## src/rtl/rsz_pkg.sv

```systemverilog
package rsz_pkg;
  localparam int unsigned MAX_IN    = 4096;
  localparam int unsigned MAX_OUT   = 1024;
  localparam int unsigned MAX_RATIO = 8;
  localparam int unsigned MAX_DEC   = 2;
  localparam int unsigned FRAC_W    = 13;
  localparam int unsigned STEP_W    = 14;

  localparam int unsigned SZ_W   = $clog2(MAX_IN + 1);
  localparam int unsigned DEC_W  = $clog2(MAX_DEC + 1);
  localparam int unsigned RAT_SH = $clog2(MAX_RATIO);
  localparam int unsigned QUO_W  = SZ_W + FRAC_W;
  localparam int unsigned AXIS_W = DEC_W + STEP_W;
  localparam int unsigned WORD_W = 2 * AXIS_W;
  localparam int unsigned ERR_W  = 4;
  localparam int unsigned LAT    = 2 * QUO_W + 3;

  typedef struct packed {
    logic size_small;
    logic ratio;
    logic out_big;
    logic in_big;
  } axis_err_t;

  typedef enum logic [1:0] {ST_IDLE, ST_CHK, ST_DIV_V, ST_DIV_H} st_t;

  function automatic logic [STEP_W-1:0] sat_step(input logic [QUO_W-1:0] q);
    if (q >= QUO_W'(1 << STEP_W)) return '1;
    return q[STEP_W-1:0];
  endfunction

  function automatic logic step_ovf(input logic [QUO_W-1:0] q);
    return q >= QUO_W'(1 << STEP_W);
  endfunction
endpackage

```

## src/rtl/rsz_axis_prep.sv

```systemverilog
module rsz_axis_prep
  import rsz_pkg::*;
(
  input  logic [SZ_W-1:0]  in_sz_i,
  input  logic [SZ_W-1:0]  out_sz_i,
  output axis_err_t        err_o,
  output logic [DEC_W-1:0] dec_o,
  output logic [QUO_W-1:0] dividend_o,
  output logic [SZ_W-1:0]  divisor_o
);
  logic [SZ_W:0]        out_x2;
  logic [SZ_W+RAT_SH:0] out_xr;
  logic [SZ_W-1:0]      work;
  logic [DEC_W-1:0]     code;

  assign out_x2 = {out_sz_i, 1'b0};
  assign out_xr = {1'b0, out_sz_i, {RAT_SH{1'b0}}};

  always_comb begin
    err_o.in_big     = in_sz_i > SZ_W'(MAX_IN);
    err_o.out_big    = out_sz_i > SZ_W'(MAX_OUT);
    err_o.ratio      = out_xr < (SZ_W+RAT_SH+1)'(in_sz_i);
    err_o.size_small = (out_sz_i < SZ_W'(2)) || (in_sz_i == '0);
  end

  // bounded halving loop
  always_comb begin
    work = in_sz_i;
    code = '0;
    for (int i = 0; i < int'(MAX_DEC); i++) begin
      if ((work > SZ_W'(MAX_OUT)) || ({1'b0, work} >= out_x2)) begin
        work = work >> 1;
        code = code + 1'b1;
      end
    end
  end

  assign dec_o      = code;
  assign dividend_o = QUO_W'(work - 1'b1) << FRAC_W;
  assign divisor_o  = out_sz_i - 1'b1;

  always_comb begin
    if (!(|err_o)) begin
      assert (dec_o <= DEC_W'(MAX_DEC));
    end
  end
endmodule

```

## src/rtl/rsz_divider.sv

```systemverilog
module rsz_divider
  import rsz_pkg::*;
(
  input  logic             clk_i,
  input  logic             rst_ni,
  input  logic             start_i,
  input  logic [QUO_W-1:0] dividend_i,
  input  logic [SZ_W-1:0]  divisor_i,
  output logic             done_o,
  output logic [QUO_W-1:0] quo_o
);
  localparam int unsigned CNT_W = $clog2(QUO_W + 1);

  logic [SZ_W:0]    rem_q;
  logic [QUO_W-1:0] quo_q;
  logic [SZ_W-1:0]  dvs_q;
  logic [CNT_W-1:0] cnt_q;
  logic             done_q;
  logic [SZ_W:0]    shifted;
  logic [SZ_W+1:0]  diff;
  logic             neg;

  assign shifted = {rem_q[SZ_W-1:0], quo_q[QUO_W-1]};
  assign diff    = {1'b0, shifted} - {2'b00, dvs_q};
  assign neg     = diff[SZ_W+1];

  always_ff @(posedge clk_i or negedge rst_ni) begin
    if (!rst_ni) begin
      rem_q  <= '0;
      quo_q  <= '0;
      dvs_q  <= '0;
      cnt_q  <= '0;
      done_q <= 1'b0;
    end else begin
      done_q <= 1'b0;
      if (start_i) begin
        rem_q <= '0;
        quo_q <= dividend_i;
        dvs_q <= divisor_i;
        cnt_q <= CNT_W'(QUO_W);
      end else if (cnt_q != '0) begin
        rem_q  <= neg ? shifted : diff[SZ_W:0];
        quo_q  <= {quo_q[QUO_W-2:0], ~neg};
        cnt_q  <= cnt_q - 1'b1;
        done_q <= (cnt_q == CNT_W'(1));
      end
    end
  end

  assign done_o = done_q;
  assign quo_o  = quo_q;

  AST_DIV_NO_RESTART: assert property (@(posedge clk_i) disable iff (!rst_ni)
    start_i |-> cnt_q == '0);
  AST_DIV_DONE_PULSE: assert property (@(posedge clk_i) disable iff (!rst_ni)
    done_q |=> !done_q);
  AST_DIV_REM_BOUND: assert property (@(posedge clk_i) disable iff (!rst_ni)
    (cnt_q != '0) |-> rem_q < {1'b0, dvs_q});
endmodule

```

## src/rtl/rsz_coef_engine.sv

```systemverilog
module rsz_coef_engine
  import rsz_pkg::*;
(
  input  logic              clk_i,
  input  logic              rst_ni,
  input  logic              start_i,
  input  logic [SZ_W-1:0]   v_in_i,
  input  logic [SZ_W-1:0]   v_out_i,
  input  logic [SZ_W-1:0]   h_in_i,
  input  logic [SZ_W-1:0]   h_out_i,
  output logic              busy_o,
  output logic              done_o,
  output logic              err_o,
  output logic [2*ERR_W-1:0] err_code_o,
  output logic [1:0]        warn_o,
  output logic [WORD_W-1:0] rsc_word_o
);
  // axis 1 = vertical, axis 0 = horizontal
  st_t                     state_q;
  logic [1:0][SZ_W-1:0]    in_q, out_q;
  axis_err_t [1:0]         aerr;
  logic [1:0][DEC_W-1:0]   dec;
  logic [1:0][QUO_W-1:0]   dvd;
  logic [1:0][SZ_W-1:0]    dvs;
  logic                    any_err, accept, div_start, div_done, sel_h;
  logic [QUO_W-1:0]        quo;
  logic [STEP_W-1:0]       step_v_q;
  logic                    done_q, err_q;
  logic [2*ERR_W-1:0]      code_q;
  logic [1:0]              warn_q;
  logic [WORD_W-1:0]       word_q;

  assign accept = start_i && (state_q == ST_IDLE);

  for (genvar a = 0; a < 2; a++) begin : g_axis
    rsz_axis_prep u_prep (
      .in_sz_i   (in_q[a]),
      .out_sz_i  (out_q[a]),
      .err_o     (aerr[a]),
      .dec_o     (dec[a]),
      .dividend_o(dvd[a]),
      .divisor_o (dvs[a])
    );
  end

  assign any_err   = |{aerr[1], aerr[0]};
  assign sel_h     = (state_q == ST_DIV_V);
  assign div_start = ((state_q == ST_CHK) && !any_err) ||
                     ((state_q == ST_DIV_V) && div_done);

  rsz_divider u_div (
    .clk_i     (clk_i),
    .rst_ni    (rst_ni),
    .start_i   (div_start),
    .dividend_i(sel_h ? dvd[0] : dvd[1]),
    .divisor_i (sel_h ? dvs[0] : dvs[1]),
    .done_o    (div_done),
    .quo_o     (quo)
  );

  always_ff @(posedge clk_i or negedge rst_ni) begin
    if (!rst_ni) begin
      state_q  <= ST_IDLE;
      in_q     <= '0;
      out_q    <= '0;
      step_v_q <= '0;
      done_q   <= 1'b0;
      err_q    <= 1'b0;
      code_q   <= '0;
      warn_q   <= '0;
      word_q   <= '0;
    end else begin
      done_q <= 1'b0;
      unique case (state_q)
        ST_IDLE: if (accept) begin
          in_q    <= {v_in_i, h_in_i};
          out_q   <= {v_out_i, h_out_i};
          state_q <= ST_CHK;
        end
        ST_CHK: begin
          code_q <= {aerr[1], aerr[0]};
          warn_q <= '0;
          if (any_err) begin
            err_q   <= 1'b1;
            word_q  <= '0;
            done_q  <= 1'b1;
            state_q <= ST_IDLE;
          end else begin
            err_q   <= 1'b0;
            state_q <= ST_DIV_V;
          end
        end
        ST_DIV_V: if (div_done) begin
          step_v_q  <= sat_step(quo);
          warn_q[1] <= step_ovf(quo);
          state_q   <= ST_DIV_H;
        end
        ST_DIV_H: if (div_done) begin
          word_q    <= {dec[1], step_v_q, dec[0], sat_step(quo)};
          warn_q[0] <= step_ovf(quo);
          done_q    <= 1'b1;
          state_q   <= ST_IDLE;
        end
        default: state_q <= ST_IDLE;
      endcase
    end
  end

  assign busy_o     = (state_q != ST_IDLE);
  assign done_o     = done_q;
  assign err_o      = err_q;
  assign err_code_o = code_q;
  assign warn_o     = warn_q;
  assign rsc_word_o = word_q;

  AST_DONE_PULSE: assert property (@(posedge clk_i) disable iff (!rst_ni)
    done_o |=> !done_o);
  AST_DONE_IDLE: assert property (@(posedge clk_i) disable iff (!rst_ni)
    done_o |-> !busy_o);
  AST_ERR_NO_WORD: assert property (@(posedge clk_i) disable iff (!rst_ni)
    (done_o && err_o) |-> (rsc_word_o == '0 && warn_o == '0));
  AST_WARN_V_SAT: assert property (@(posedge clk_i) disable iff (!rst_ni)
    (done_o && warn_o[1]) |-> (rsc_word_o[WORD_W-DEC_W-1 -: STEP_W] == '1));
  AST_WARN_H_SAT: assert property (@(posedge clk_i) disable iff (!rst_ni)
    (done_o && warn_o[0]) |-> (rsc_word_o[STEP_W-1:0] == '1));
  AST_START_HOLD: assert property (@(posedge clk_i) disable iff (!rst_ni)
    (busy_o && start_i) |=> ($stable(in_q) && $stable(out_q)));
  AST_DIV_ONLY_LEGAL: assert property (@(posedge clk_i) disable iff (!rst_ni)
    (state_q == ST_DIV_V) |-> !any_err);
endmodule

```

## config.mk

```make
export PLATFORM = sky130hd
export DESIGN_NAME = rsz_coef_engine
export DESIGN_NICKNAME = d
export VERILOG_FILES = /design/src/rtl/rsz_pkg.sv /design/src/rtl/rsz_axis_prep.sv /design/src/rtl/rsz_divider.sv /design/src/rtl/rsz_coef_engine.sv
export SDC_FILE = /design/constraint.sdc
export NUM_CORES = 1
export LEC_CHECK = 0
export BUFFER_PORTS_ARGS = -buffer_cell sky130_fd_sc_hd__buf_2
export CORE_MARGIN = 3
export CORE_UTILIZATION = 50
export CTS_BUF_LIST = sky130_fd_sc_hd__clkbuf_16
export DETAILED_ROUTE_END_ITERATION = 6
export GPL_ROUTABILITY_DRIVEN = 0
export HOLD_SLACK_MARGIN = 0.05
export PLACE_DENSITY = 0.73
export SLEW_MARGIN = 25
export SYNTH_ARGS = -nofsm -noshare
export SYNTH_HDL_FRONTEND = slang
export SYNTH_HIERARCHICAL = 1
export SYNTH_SLANG_ARGS = --single-unit
```

## constraint.sdc

```tcl
create_clock -name clk_i -period 7.31 [get_ports clk_i]
set_input_delay 0.3655 -clock clk_i [delete_from_list [all_inputs] [get_ports clk_i]]
set_output_delay 0.3655 -clock clk_i [all_outputs]
set_load 0.01 [all_outputs]
```

==> summary.txt <==
Power and ir drop
  – Pwr/cell area: 488 mW/mm^2
  – Worst VDD drop: 0.000245 V
  – Lkg Pwr: between 5 and 6 nW

Detailed routing
  – Drt wl/cell: roughly 18 um
  – Routed WL: between 30 and 40 mm
  – DRC violation count after routing: 0
  – Via density: roughly 6
  – Via count: approximately 9,800
  – DRT Pass-1 Iters: 5
  – Iter 0 DRT Violations: between 600 and 700
  – Post-route ant nets: 0

Timing
  – Max-slew violation count: 0
  – RSZ-0062 raised after global routing: false
  – Slew at the pin with the worst max-slew slack: 1010 ps
  – Hold Vio Cnt, Final: 0
  – Tmin final: approximately 6800 ps
  – Worst relative slew slack: between 30% and 40%
  – Max Clk Rate: 146 MHz
  – Setup TNS: 0 ps
  – Hold WS: between 100 and 150 ps
  – Setup violations, final: 0
  – Final period util: just over 90%
  – Clock Skews: around 14 ps

Worst hold path
  – Hold EP: out_q[3]
  – HP Class: input port to register
  – WHS Path Cells: 2
  – Hold Crit Start: h_out_i[3]

Critical path
  – R2R Path End: u_div/quo_o[23]
  – Peak fanout along the critical path: 9
  – CP max stage delay: roughly 520 ps
  – Buf+Inv Stages, Crit Path: 2
  – R2R cell count: 24
  – Crit end category: register
  – FF-to-FF setup slack: slightly below 500 ps
  – Worst endpoint required time: 7600 ps
  – CP Class: register to register
  – Worst R2R Start: in_q[24]
  – Critical path data arrival time: a little over 7000 ps
  – Crit path top cell by count: ha_1
  – Top cell family by delay on the critical path: compound AO/OA/AOI/OAI gates
  – CP max-delay cell: and3_1
  – Cell Chain, Critical Path: ha_1 -> a211oi_1 -> nor3_1 -> nor4_2 -> and3_1 -> mux2i_1 -> ha_1 -> a21oi_1 -> nor2b_1 -> o21ai_0 -> a311oi_1 -> a2111oi_4 -> nor3b_1 -> a21o_1 -> ha_1 -> inv_1 -> a2111oi_0 -> buf_4 -> nand4_2 -> o211ai_1 -> nand3b_1 -> mux2_2 -> nand2_1 -> o21ai_0
  – Nature of the critical path startpoint: register

CTS
  – Worst-Skew Late Latency: approximately 440 ps
  – Clock sink count: 170
  – CTS tree: yes
  – Worst-path clk slew: 80 ps
  – Clk buf depth: 2
  – H-tree depth: 4
  – Post-CTS Setup Inserts: 0
  – CTS root buffer: clkbuf_16
  – Num CTS Buffers: 17

Run status
  – Outcome: complete, no violations

Floorplanning
  – IO Count: 100
  – Die area: between 0.02 and 0.03 mm^2
  – Core area: 0.0238 mm^2
  – Starting Density: roughly 51%
  – Row Count: 56
  – Die Width: 163 um
  – Chip height: between 150 and 200 um

Run
  – MaxCap Viol Count: 0

Place
  – Dpl cells: ~1,600
  – I/O Buffers: 99
  – Placed Instance Area: around 0.013 mm^2
  – Hpwl dp: ~22 mm

Final layout
  – Commonest non-fill, non-tap cells in the layout: 170 x dfrtp_1, 122 x nand2_1, 98 x buf_2
  – Commonest non-fill, non-tap cell in the layout: dfrtp_1
  – Finished Layout Cells: ~1,700
  – # diodes: 0
  – Area growth syn-to-layout: 10.1%
  – Fin area: around 0.014 mm^2
  – Layout cells sized above 1: a little under a quarter
  – Nets: 1,471

Logic synthesis
  – Post-synth top area cell: dfrtp_1
  – Area share of the largest cell type after synthesis: a little over a third
  – EDFF count, synth: 0
  – FF+latch count, synth: 170
  – Netlist Area Pre-Place: 0.0123 mm^2
  – Synth area leaders: dfrtp_1 35%, ha_1 9.2%, mux2_2 8.4%
  – Cell count after synthesis: roughly 1,200
  – Post-synth top flop: dfrtp_1
  – Sequential fraction of the synthesis area: a little over a third
  – Netlist cell types: 84
  – Async SR Flop Fraction: 100%
  – Yosys warnings: 6
  – Syn Area/Cell: between 9 and 10 um^2

GRT
  – Largest net degree at the start of global routing: 93
  – First-pass GRT wire length: about 50 mm
  – GRT Total Usage: about a quarter
  – Remaining Overflow, GRT: 0
  – Initial antenna violation count: 0
  – Vias in the first global route: 9,708
==> where the power goes <==
| part | total [mW] | switching (mW) | internal [mW] |
|---|---|---|---|
| combinational | 3.83 | 2.14 | 1.68 |
| clock | 0.963 | 0.487 | 0.476 |
| sequential | 1.80 | 0.512 | 1.29 |
| total | 6.59 | 3.14 | 3.44 |
==> per-layer routing <==
metal | vias to the layer above | wire (um) | global-route usage, %
met3 | 69 | 1660 | 3.81
li1 | 4636 | - | -
met4 | 0 | 1010 | 9.30
met5 | - | 0 | 0
met1 | 4751 | 13900 | 31.6
met2 | 333 | 14100 | 37.6
==> metrics by stage <==
step / util, % / power [mW] / worst slack (ps)
after global routing: 56.7 / 7.10 / 2.94
after global placement: 53.9 / 5.40 / 697
after detailed placement: 53.9 / 5.52 / 481
after floorplan: - / 4.61 / 1250
after CTS: 56.6 / 6.53 / 209
final: 56.7 / 6.59 / 483
==> cell type report <==
type                       instances  area, um^2
fill                            2123       10300
inverter                          83         327
tap                              319         399
sequential                       170        4250
multi-input combinational        942        7300
timing repair buffer             111         594
clock buffer                      17         425
clock inverter                    15         211
==> how the worst max path moves through the flow <==
stage / cells past startpoint / startpoint / to
after floorplan: 27 / in_q[11] / u_div/quo_o[23]
after global placement: 25 / in_q[24] / u_div/quo_o[23]
final: 24 / in_q[24] / u_div/quo_o[23]
after global routing: 24 / in_q[24] / u_div/quo_o[23]
after detailed placement: 26 / in_q[11] / u_div/quo_o[23]
after CTS: 26 / in_q[11] / u_div/quo_o[23]
==> state kept, by name (all words and copies together), names as in the netlist, named ones only <==
signal,count
err_o,1
u_div/dvs_q,13
u_div/quo_o,26
err_code_o,8
rsc_word_o,32
u_div/cnt_q,5
done_o,1
u_div/done_o,1
warn_o,2
in_q,26
u_div/rem_q,13
step_v_q,14
out_q,26
state_q,1
==> synthesized netlist by cell type (all sizes together), types with 7 or more instances <==
master,instances
a211oi,14
a21boi,7
a21o,13
a21oi,49
a311oi,9
a31oi,7
and3,11
buf,57
clkbuf,19
dfrtp,170
ha,90
inv,82
mux2,101
mux2i,52
nand2,122
nand2b,14
nand3,32
nand3b,7
nand4,18
nor2,55
nor2b,13
nor3,19
nor4,15
o21a,8
o21ai,94
o221a,14
o22a,14
o31ai,7
or3,9
xnor2,32
xor2,9
==> what timing repair did <==
action,4_1_cts,5_1_grt
endpoints found under the hold margin,69,0
hold buffers,1,0
resized for setup,0,5
endpoints found under the setup margin,0,5
==> cells by family (layout without fill, tap and decap cells) <==
group / count (synthesis) / in the layout / synth area share (%)
AOI/OAI and AO/OA: 279 / 279 / 16.3
other: 2 / 28 / 0.0612
and+or+nand+nor: 350 / 350 / 15.6
xor gates and xnor gates: 41 / 41 / 2.93
buffers and inverters: 159 / 226 / 7.01
muxes: 153 / 153 / 14.0
adders and majority gates: 91 / 91 / 9.34
DFF: 170 / 170 / 34.7
No activity file was read; power rests on OpenSTA's default activity.
